`config.mk`:
```
export PLATFORM = sky130hd
export DESIGN_NAME = pgx_tlb
export DESIGN_NICKNAME = d
export VERILOG_FILES = /design/src/rtl/pgx_pkg.sv /design/src/rtl/pgx_store.sv /design/src/rtl/pgx_match.sv /design/src/rtl/pgx_rights.sv /design/src/rtl/pgx_tlb.sv
export SDC_FILE = /design/constraint.sdc
export NUM_CORES = 1
export LEC_CHECK = 0
export CAP_MARGIN = 20
export CORE_MARGIN = 2
export CORE_UTILIZATION = 45
export CTS_CLUSTER_SIZE = 16
export DETAILED_ROUTE_END_ITERATION = 16
export PLACE_DENSITY = 0.66
export SYNTH_ARGS = -nofsm -noshare
export SYNTH_HDL_FRONTEND = slang
export SYNTH_SLANG_ARGS = --single-unit
```
`constraint.sdc`:
```
create_clock -name clk -period 2.4 [get_ports clk]
set_input_delay 0.24 -clock clk [delete_from_list [all_inputs] [get_ports clk]]
set_output_delay 0.24 -clock clk [all_outputs]
set_load 0.05 [all_outputs]
```
`src/rtl/pgx_pkg.sv`:
```
package pgx_pkg;

   // widest don't-care span over the virtual page number (4 MiB over 4 KiB)
   localparam int XMAX = 10;

   typedef enum logic [1:0] {
      ACC_RD  = 2'd0,
      ACC_WR  = 2'd1,
      ACC_EX  = 2'd2,
      ACC_RSV = 2'd3
   } acc_e;

   // page-size code -> don't-care mask over the low page-number bits
   function automatic logic [XMAX-1:0] size_mask(input logic [1:0] code);
      logic [XMAX-1:0] m;
      case (code)
         2'd0:    m = '0;
         2'd1:    m = XMAX'(10'h00F);
         2'd2:    m = XMAX'(10'h0FF);
         default: m = XMAX'(10'h3FF);
      endcase
      return m;
   endfunction

endpackage

```
`src/rtl/pgx_store.sv`:
```
module pgx_store #(
   parameter int ENTRIES = 8,
   parameter int VPN_W   = 20,
   parameter int PFN_W   = 20
) (
   input  logic                            clk,
   input  logic                            rst_n,
   input  logic                            inv_all,
   input  logic                            fill_en,
   input  logic [VPN_W-1:0]                fill_vpn,
   input  logic [PFN_W-1:0]                fill_pfn,
   input  logic [1:0]                      fill_size,
   input  logic [2:0]                      fill_perm,
   input  logic                            fill_kern,
   output logic [ENTRIES-1:0]              e_vld,
   output logic [ENTRIES-1:0][VPN_W-1:0]   e_vpn,
   output logic [ENTRIES-1:0][PFN_W-1:0]   e_pfn,
   output logic [ENTRIES-1:0][1:0]         e_size,
   output logic [ENTRIES-1:0][2:0]         e_perm,
   output logic [ENTRIES-1:0]              e_kern
);

   localparam int  PTR_W  = $clog2(ENTRIES);
   localparam bit  IS_P2  = ((1 << PTR_W) == ENTRIES);
   localparam logic [PTR_W-1:0] LAST = PTR_W'(ENTRIES - 1);

   logic [PTR_W-1:0] ptr_q;
   logic [PTR_W-1:0] ptr_nx;

   // pointer wrap: free-running when the depth is a power of two
   generate
      if (IS_P2) begin : g_wrap_p2
         assign ptr_nx = ptr_q + 1'b1;
      end else begin : g_wrap_cmp
         assign ptr_nx = (ptr_q == LAST) ? '0 : ptr_q + 1'b1;
      end
   endgenerate

   always_ff @(posedge clk or negedge rst_n) begin
      if (!rst_n)          ptr_q <= '0;
      else if (inv_all)    ptr_q <= '0;
      else if (fill_en)    ptr_q <= ptr_nx;
   end

   generate
      for (genvar i = 0; i < ENTRIES; i++) begin : g_ent
         logic             v_q;
         logic [VPN_W-1:0] vpn_q;
         logic [PFN_W-1:0] pfn_q;
         logic [1:0]       sz_q;
         logic [2:0]       perm_q;
         logic             kern_q;
         logic             wr_sel;

         assign wr_sel = fill_en && !inv_all && (ptr_q == PTR_W'(i));

         always_ff @(posedge clk or negedge rst_n) begin
            if (!rst_n) begin
               v_q    <= 1'b0;
               vpn_q  <= '0;
               pfn_q  <= '0;
               sz_q   <= '0;
               perm_q <= '0;
               kern_q <= 1'b0;
            end else if (inv_all) begin
               v_q    <= 1'b0;
            end else if (wr_sel) begin
               v_q    <= 1'b1;
               vpn_q  <= fill_vpn;
               pfn_q  <= fill_pfn;
               sz_q   <= fill_size;
               perm_q <= fill_perm;
               kern_q <= fill_kern;
            end
         end

         assign e_vld[i]  = v_q;
         assign e_vpn[i]  = vpn_q;
         assign e_pfn[i]  = pfn_q;
         assign e_size[i] = sz_q;
         assign e_perm[i] = perm_q;
         assign e_kern[i] = kern_q;
      end
   endgenerate

endmodule

```
`src/rtl/pgx_match.sv`:
```
module pgx_match
   import pgx_pkg::*;
#(
   parameter int ENTRIES = 8,
   parameter int VPN_W   = 20,
   parameter int PFN_W   = 20
) (
   input  logic [VPN_W-1:0]                lk_vpn,
   input  logic [ENTRIES-1:0]              e_vld,
   input  logic [ENTRIES-1:0][VPN_W-1:0]   e_vpn,
   input  logic [ENTRIES-1:0][PFN_W-1:0]   e_pfn,
   input  logic [ENTRIES-1:0][1:0]         e_size,
   input  logic [ENTRIES-1:0][2:0]         e_perm,
   input  logic [ENTRIES-1:0]              e_kern,
   output logic                            m_hit,
   output logic [PFN_W-1:0]                m_pfn,
   output logic [XMAX-1:0]                 m_mask,
   output logic [2:0]                      m_perm,
   output logic                            m_kern
);

   localparam int HI_W = VPN_W - XMAX;

   logic [ENTRIES-1:0]            hv;
   logic [ENTRIES-1:0][XMAX-1:0]  msk;

   generate
      for (genvar i = 0; i < ENTRIES; i++) begin : g_cmp
         logic [VPN_W-1:0] care;
         assign msk[i] = size_mask(e_size[i]);
         assign care   = {{HI_W{1'b1}}, ~msk[i]};
         assign hv[i]  = e_vld[i] && (((e_vpn[i] ^ lk_vpn) & care) == '0);
      end
   endgenerate

   // walk from the top so the lowest matching index is written last
   always_comb begin
      m_hit  = 1'b0;
      m_pfn  = '0;
      m_mask = '0;
      m_perm = '0;
      m_kern = 1'b0;
      for (int i = ENTRIES - 1; i >= 0; i--) begin
         if (hv[i]) begin
            m_hit  = 1'b1;
            m_pfn  = e_pfn[i];
            m_mask = msk[i];
            m_perm = e_perm[i];
            m_kern = e_kern[i];
         end
      end
   end

endmodule

```
`src/rtl/pgx_rights.sv`:
```
module pgx_rights
   import pgx_pkg::*;
(
   input  logic [2:0] perm,
   input  logic       kern,
   input  logic [1:0] acc,
   input  logic       user,
   output logic       deny
);

   logic type_ok;

   always_comb begin
      case (acc_e'(acc))
         ACC_RD:  type_ok = perm[2];
         ACC_WR:  type_ok = perm[1];
         ACC_EX:  type_ok = perm[0];
         default: type_ok = 1'b0;
      endcase
   end

   assign deny = !type_ok || (user && kern);

endmodule

```
`src/rtl/pgx_tlb.sv`:
```
module pgx_tlb
   import pgx_pkg::*;
#(
   parameter int ENTRIES = 8,
   parameter int VA_W    = 32,
   parameter int PA_W    = 32,
   parameter int OFF_W   = 12
) (
   input  logic                  clk,
   input  logic                  rst_n,
   input  logic                  lk_valid,
   input  logic [VA_W-1:0]       lk_va,
   input  logic [1:0]            lk_acc,
   input  logic                  lk_user,
   input  logic                  fill_en,
   input  logic [VA_W-OFF_W-1:0] fill_vpn,
   input  logic [PA_W-OFF_W-1:0] fill_pfn,
   input  logic [1:0]            fill_size,
   input  logic [2:0]            fill_perm,
   input  logic                  fill_kern,
   input  logic                  inv_all,
   output logic                  rsp_valid,
   output logic                  rsp_hit,
   output logic                  rsp_fault,
   output logic [PA_W-1:0]       rsp_pa
);

   localparam int VPN_W = VA_W - OFF_W;
   localparam int PFN_W = PA_W - OFF_W;

   initial begin : p_param_chk
      assert (ENTRIES >= 2)   else $error("pgx_tlb: ENTRIES must be at least 2");
      assert (VPN_W > XMAX)   else $error("pgx_tlb: VA_W too small for largest page");
      assert (PFN_W > XMAX)   else $error("pgx_tlb: PA_W too small for largest page");
   end

   logic [ENTRIES-1:0]              e_vld;
   logic [ENTRIES-1:0][VPN_W-1:0]   e_vpn;
   logic [ENTRIES-1:0][PFN_W-1:0]   e_pfn;
   logic [ENTRIES-1:0][1:0]         e_size;
   logic [ENTRIES-1:0][2:0]         e_perm;
   logic [ENTRIES-1:0]              e_kern;

   logic             m_hit;
   logic [PFN_W-1:0] m_pfn;
   logic [XMAX-1:0]  m_mask;
   logic [2:0]       m_perm;
   logic             m_kern;
   logic             deny;

   logic [VPN_W-1:0] lk_vpn;
   logic [XMAX-1:0]  frame_lo;
   logic [PA_W-1:0]  pa_c;

   assign lk_vpn = lk_va[VA_W-1:OFF_W];

   pgx_store #(.ENTRIES(ENTRIES), .VPN_W(VPN_W), .PFN_W(PFN_W)) u_store (
      .clk(clk), .rst_n(rst_n), .inv_all(inv_all),
      .fill_en(fill_en), .fill_vpn(fill_vpn), .fill_pfn(fill_pfn),
      .fill_size(fill_size), .fill_perm(fill_perm), .fill_kern(fill_kern),
      .e_vld(e_vld), .e_vpn(e_vpn), .e_pfn(e_pfn),
      .e_size(e_size), .e_perm(e_perm), .e_kern(e_kern)
   );

   pgx_match #(.ENTRIES(ENTRIES), .VPN_W(VPN_W), .PFN_W(PFN_W)) u_match (
      .lk_vpn(lk_vpn), .e_vld(e_vld), .e_vpn(e_vpn), .e_pfn(e_pfn),
      .e_size(e_size), .e_perm(e_perm), .e_kern(e_kern),
      .m_hit(m_hit), .m_pfn(m_pfn), .m_mask(m_mask),
      .m_perm(m_perm), .m_kern(m_kern)
   );

   pgx_rights u_rights (
      .perm(m_perm), .kern(m_kern), .acc(lk_acc), .user(lk_user), .deny(deny)
   );

   // contiguous frame: masked low bits come from the virtual page number
   assign frame_lo = (m_pfn[XMAX-1:0] & ~m_mask) | (lk_vpn[XMAX-1:0] & m_mask);
   assign pa_c     = {m_pfn[PFN_W-1:XMAX], frame_lo, lk_va[OFF_W-1:0]};

   always_ff @(posedge clk or negedge rst_n) begin
      if (!rst_n) begin
         rsp_valid <= 1'b0;
         rsp_hit   <= 1'b0;
         rsp_fault <= 1'b0;
         rsp_pa    <= '0;
      end else begin
         rsp_valid <= lk_valid;
         rsp_hit   <= lk_valid && m_hit;
         rsp_fault <= lk_valid && m_hit && deny;
         rsp_pa    <= (lk_valid && m_hit && !deny) ? pa_c : '0;
      end
   end

endmodule

```
**After elaboration in Yosys (flattened, before gate mapping)**

Index checks and enable logic that the tools add are counted.
W data, S select, Z words.

- Register bits: 414
- Latch bits: 0
- Bits in writable memories: 0
- Memory bits (read-only): 0
- Input port bits: 86
- Output and inout port bits: 35
- Logic and storage cells: 236
- Memories kept: 0

- Add/subtract/negate cells: 1
- Multiply operators: 0
- Divide/modulo/power cells: 0
- Order comparisons: 0
- Eq/ne operators: 25
- Shift-type cells: 0
- Mux-type cells: 68
- Bitwise gates (word level): 29
- Reductions and logical operators: 60

Operators with widths:

| operator | count |
|---|---|
| $pmux W10 S3 | 8 |
| $and A20 B20 Y20 | 8 |
| $logic_not A20 Y1 | 8 |
| $mux W20 | 8 |
| $xor A20 B20 Y20 | 8 |
| $not A10 Y10 | 9 |
| $mux W10 | 8 |
| $mux W1 | 32 |
| $mux W32 | 1 |
| $mux W3 | 10 |
| $logic_and A1 B1 Y1 | 21 |
| $and A10 B10 Y10 | 2 |
| $eq A2 B1 Y1 const B | 9 |
| $eq A2 B2 Y1 const B | 9 |
| $logic_not A2 Y1 | 9 |
| $reduce_bool A2 Y1 | 9 |
| $reduce_and A2 Y1 | 8 |
| $eq A3 B3 Y1 const B | 4 |
| $or A10 B10 Y10 | 1 |
| $eq A3 B2 Y1 const B | 2 |
| $add A3 B1 Y3 const B | 1 |
| $eq A3 B1 Y1 const B | 1 |
| $logic_not A1 Y1 | 3 |
| $logic_not A3 Y1 | 1 |
| 3 further kinds | 3 |

**Depth between registers and ports, before layout**

- Depth after elaboration: 20
- Gate-level depth with buffers: 13
- Gate-level depth less buffers: 10

**By module**

A second synthesis with hierarchy kept.

- Cell total of the unflattened synthesis: 1,587
- Area total of the unflattened synthesis: 20,967.6 µm²

Modules (own cells, without submodules):

| module | times used | cells an instance | area an instance (µm²) | sequential area each (µm²) |
|---|---|---|---|---|
| pgx_store | 1 | 850 | 15,462.3 | 9,484.1 |
| pgx_match | 1 | 649 | 4,265.3 | 0.0 |
| pgx_tlb | 1 | 83 | 1,209.9 | 875.8 |
| pgx_rights | 1 | 5 | 30.0 | 0.0 |

**Least setup slack after synthesis**

No wires, ideal clock.

- Path kind: input port to flip-flop
- Start: input port lk_va[29]
- End: register rsp_pa[10]
- Data arrival time: 2,532 ps
- Setup slack: -246 ps
- Cell stages on the path: 13
- Buffers on the path: 3
- Cells stage by stage: buf_6 > xnor2_1 > nand4_1 > or4_1 > o22a_1 > buf_6 > o2111a_1 > o31a_1 > a32o_1 > a221oi_2 > nand4b_4 > buf_8 > nor2_2

- Word-level cells in the longest chain between the ends: 18
- Elaborated cells between the ends (all ways): 64

RTL lines:

| item | line | text |
|---|---|---|
| start, declared | pgx_tlb.sv:12 | `input logic [VA_W-1:0] lk_va,` |
| $xor A20 B20 Y20 | pgx_match.sv:32 | `assign hv[i] = e_vld[i] && (((e_vpn[i] ^ lk_vpn) & care) == '0);` |
| $and A20 B20 Y20 | pgx_match.sv:32 |  |
| $logic_not A20 Y1 | pgx_match.sv:32 |  |
| $logic_and A1 B1 Y1 | pgx_match.sv:32 |  |
| $mux W3 (8 in series) | pgx_match.sv:44 | `if (hv[i]) begin` |
| $pmux W1 S3 | pgx_rights.sv:14 | `case (acc_e'(acc))` |
| $logic_not A1 Y1 | pgx_rights.sv:22 | `assign deny = !type_ok \|\| (user && kern);` |
| $logic_or A1 B1 Y1 | pgx_rights.sv:22 |  |
| $logic_not A1 Y1 | pgx_tlb.sv:90 | `rsp_pa <= (lk_valid && m_hit && !deny) ? pa_c : '0;` |
| $logic_and A1 B1 Y1 * | pgx_tlb.sv:90 |  |
| $mux W32 * | pgx_tlb.sv:90 |  |
| end signal, assigned | pgx_tlb.sv:90 |  |
| end, declared | pgx_tlb.sv:25 | `output logic [PA_W-1:0] rsp_pa` |

Every way passes the cells marked *; elsewhere a longest branch is shown, timed or not.
A chain may end at the register's enable or synchronous reset.

**Worst setup path after layout**

- Start: register u_store.g_ent[2].vpn_q[14]
- End: register rsp_pa[25]

- Word-level cells in the longest chain between the ends: 13
- Elaborated cells between the ends (all ways): 24

RTL lines:

| item | line | text |
|---|---|---|
| start, declared | pgx_store.sv:48 | `logic [VPN_W-1:0] vpn_q;` |
| start signal, assigned | pgx_store.sv:69 | `vpn_q <= fill_vpn;` |
| $xor A20 B20 Y20 * | pgx_match.sv:32 |  |
| $and A20 B20 Y20 * | pgx_match.sv:32 |  |
| $logic_not A20 Y1 * | pgx_match.sv:32 |  |
| $logic_and A1 B1 Y1 * | pgx_match.sv:32 |  |
| $mux W3 (3 in series) | pgx_match.sv:44 |  |
| $pmux W1 S3 | pgx_rights.sv:14 |  |
| $logic_not A1 Y1 | pgx_rights.sv:22 |  |
| $logic_or A1 B1 Y1 | pgx_rights.sv:22 |  |
| $logic_not A1 Y1 | pgx_tlb.sv:90 |  |
| $logic_and A1 B1 Y1 | pgx_tlb.sv:90 |  |
| $mux W32 * | pgx_tlb.sv:90 |  |

Marked as above.

==> summary.txt <==
Outcome
  • Status: finished with violations
  • Violated checks: negative setup slack

Floorplanning
  • IO Pins: 121
  • Starting Density: 0.458
  • DIE WIDTH: 211 µm
  • Num rows: 75
  • Core ar.: 42100 µm²
  • Die H: 211 µm
  • Die Footprint: 44600 µm²

Logic synthesis
  • Mux cell area share after synthesis: 0.222
  • Post-Syn Area: 19300 µm²
  • Synth Instances: 1519
  • Top cell type's share of synthesized area: 0.537
  • Main combinational cell family by area after synthesis: multiplexers
  • Sequential fraction of the synthesis area: 0.537
  • Synth Net Count: 1611
  • Synth Flop Type: dfrtp_1
  • Largest cells by area after synthesis: dfrtp_1 54%, mux2_2 21%, xnor2_1 4.5%
  • #FFs+latches synth: 414
  • Synth Area in Compound Gates: 0.0721
  • Post-synth EDFFs: 0
  • Simple-gate share of the synthesized area: 0.0607
  • Yosys cell types: 63
  • Synth warnings: 0
  • FFs w/ async S/R, synth: 1.00
  • Synth Area in Adders: 0.00389
  • Dominant cell type by area after synthesis: dfrtp_1
  • Post-Synth XOR/XNOR Area: 0.0734
  • Synthesized area per cell: 12.7 µm²

Global route
  • Largest net degree at the start of global routing: 78
  • Number of global-route vias before repair: 14290
  • Total track usage: 0.244
  • First-pass GRT wire length: 82800 µm
  • Initial antenna violation count: 0
  • Total gr overflow: 0

Final layout
  • # diodes: 0
  • Layout cell share with drive strength beyond 1: 0.402
  • Area delta synth->final: 27.1%
  • Most frequent cells in the layout: 414 x dfrtp_1, 368 x mux2_2, 154 x buf_4
  • Design area: 24500 µm²
  • Commonest non-fill, non-tap cell in the layout: dfrtp_1
  • Final nets: 1879

Placed design
  • Dpl cell area: 22500 µm²
  • Port Buffer Count: 120
  • Final GP Congestion: 0.837
  • Post-DP HPWL: 34200 µm
  • Post-Place Setup Slack: -1.31 ns

Timing
  • Skew final: 0.0212 ns
  • WHS: 0.202 ns
  • RSZ-0062 raised after global routing: true
  • Final period util: 1.28
  • Final hold vios: 0
  • Crit path time final: 3.07 ns
  • Worst slew margin: 0.596
  • Setup ws final: -0.666 ns
  • Setup-failing EPs final: 33
  • Fmax: 0.326 GHz
  • Worst Tran Pin Value: 0.601 ns
  • Max-slew violation count: 0

Drt
  • First drt pass iteration count: 5
  • WL/cell: 22.5 µm
  • Vias per Instance: 5.61
  • DRT iter0 DRCs: 936
  • # DRC: 0
  • DRT antenna net count: 0
  • Final WL: 53100 µm
  • Via count: 13230

Power and ir drop
  • Leak: 11.1 nW
  • Max VDD drop: 0.000611 V
  • Pwr dens: 805 nW/µm²

Clocking
  • Worst skew pair latency: 0.57 ns
  • # H-tree levels: 2
  • Clk buf depth: 3
  • CTS Buf Count: 46
  • TritonCTS clock tree: yes
  • Root Buffer: clkbuf_16
  • Clock transition at path regs: 0.06 ns
  • CTS Sinks: 414

Critical path
  • Kind of critical path: register to register
  • Required @ worst endpoint: 2.85 ns
  • WP data arrival: 3.52 ns
  • Critical path capture point type: register
  • CP Max Fanout: 7
  • Worst setup SP type: register
  • Internal reg-to-reg setup slack: -0.67 ns

Worst hold path
  • Min-Delay Path Class: input port to register

Job
  • Number of max-cap violations: 0
[final timing paths]
kind / end / depth (start not counted) / start
min: rsp_pa[10]$_DFF_PN0_ / 3 / lk_va[10]
min in group asynchronous: u_store.g_ent[7].perm_q[2]$_DFFE_PN0P_ / 2 / rst_n
max in group asynchronous: u_store.g_ent[5].pfn_q[16]$_DFFE_PN0P_ / 3 / rst_n
max: rsp_pa[25]$_DFF_PN0_ / 11 / u_store.g_ent[2].vpn_q[14]$_DFFE_PN0P_
min reg2reg: u_store.g_ent[1].v_q$_DFFE_PN0P_ / 1 / u_store.g_ent[1].v_q$_DFFE_PN0P_
max reg2reg: rsp_pa[25]$_DFF_PN0_ / 11 / u_store.g_ent[2].vpn_q[14]$_DFFE_PN0P_
[state kept, by name, indices dropped and copies added, names as in the netlist]
register / cells
rsp_fault: 1
rsp_hit: 1
rsp_pa: 32
rsp_valid: 1
u_store.g_ent.kern_q: 8
u_store.g_ent.perm_q: 24
u_store.g_ent.pfn_q: 160
u_store.g_ent.sz_q: 16
u_store.g_ent.v_q: 8
u_store.g_ent.vpn_q: 160
u_store.ptr_q: 3
[synthesized netlist by cell type (4+ instances only)]
cell type  instances
nand2_1           71
a221oi_1          12
nor3_1             5
a31oi_1           13
and3_1             6
buf_6             10
o32ai_1            9
xor2_1            60
inv_1             31
a21oi_1           43
mux2_2           368
a41o_1             4
nand3_1           19
and2_1             4
dfrtp_1          414
o221ai_1          12
buf_2             18
nor4_2             5
a21oi_2            7
nor4_1            16
nor2_1            47
a21o_1             5
clkbuf_1          66
nand4_1           17
xnor2_1          100
nor2_2            13
o21ai_0           35
mux2i_1           14
ha_1               6
a22oi_1            7
a211oi_1          12
o211ai_1          10
or3_1             10
[worst max-delay path, cell delays in order (launching register included)]
cell and delay [ns]:
dfrtp_1 0.39, xnor2_1 0.25, nand4_1 0.25, or4_4 0.48, o22a_1 0.26, o2111a_1 0.15, o31a_1 0.10, a32o_2 0.22
a221oi_2 0.22, nand4b_4 0.32, clkbuf_16 0.24, a21oi_2 0.04
[cell families (layout without fill, tap and decap cells)]
kind of cell | Yosys count | in the layout
and+or+nand+nor | 228 | 228
muxes | 382 | 382
AOI/OAI and AO/OA | 201 | 201
buffers and inverters | 127 | 426
DFF | 414 | 414
adders and majority gates | 6 | 6
xor gates and xnor gates | 161 | 161
[routing by layer]
metal	vias to the layer above	part of all wire	track usage
met5	-	0	0
met4	0	0.030	0.0847
met3	94	0.040	0.0305
met2	319	0.49	0.410
met1	6859	0.44	0.327
li1	5958	-	-
[power by group]
part / leakage [nW] / internal [mW] / switching [mW]
combinational: 4.98 / 2.10 / 1.43
sequential: 5.38 / 8.48 / 0.927
clock: 0.705 / 4.00 / 2.81
total: 11.1 / 14.6 / 5.17
[cell type report]
| class | instances | area, µm² |
|---|---|---|
| timing repair buffer | 316 | 3160 |
| fill | 3438 | 17600 |
| clock inverter | 9 | 92.6 |
| inverter | 31 | 116 |
| tap | 539 | 674 |
| sequential | 414 | 10400 |
| clock buffer | 70 | 1360 |
| multi-input combinational | 978 | 8770 |
[what timing repair did]
action / in CTS / in global routing
setup endpoints to repair: 34 / 34
pin swaps: 12 / 18
endpoints found under the hold margin: 46 / 0
hold buffers: 1 / 0
gates resized for setup: 37 / 47
buffers inserted: 7 / 4
gates cloned: 1 / 2
[stage by stage]
step                      TNS [ns]   util  instances  total power [mW]
final                       -20.98  0.582       2357              19.8
after global routing        -24.04  0.582       2357              20.7
after CTS                   -19.75  0.575       2352              19.8
after detailed placement    -41.69  0.534       2265              12.9
after global placement      -40.88  0.534       2265              12.7
after floorplan              -5.49      -       1519              11.5
(Power assumes the default switching activity.)
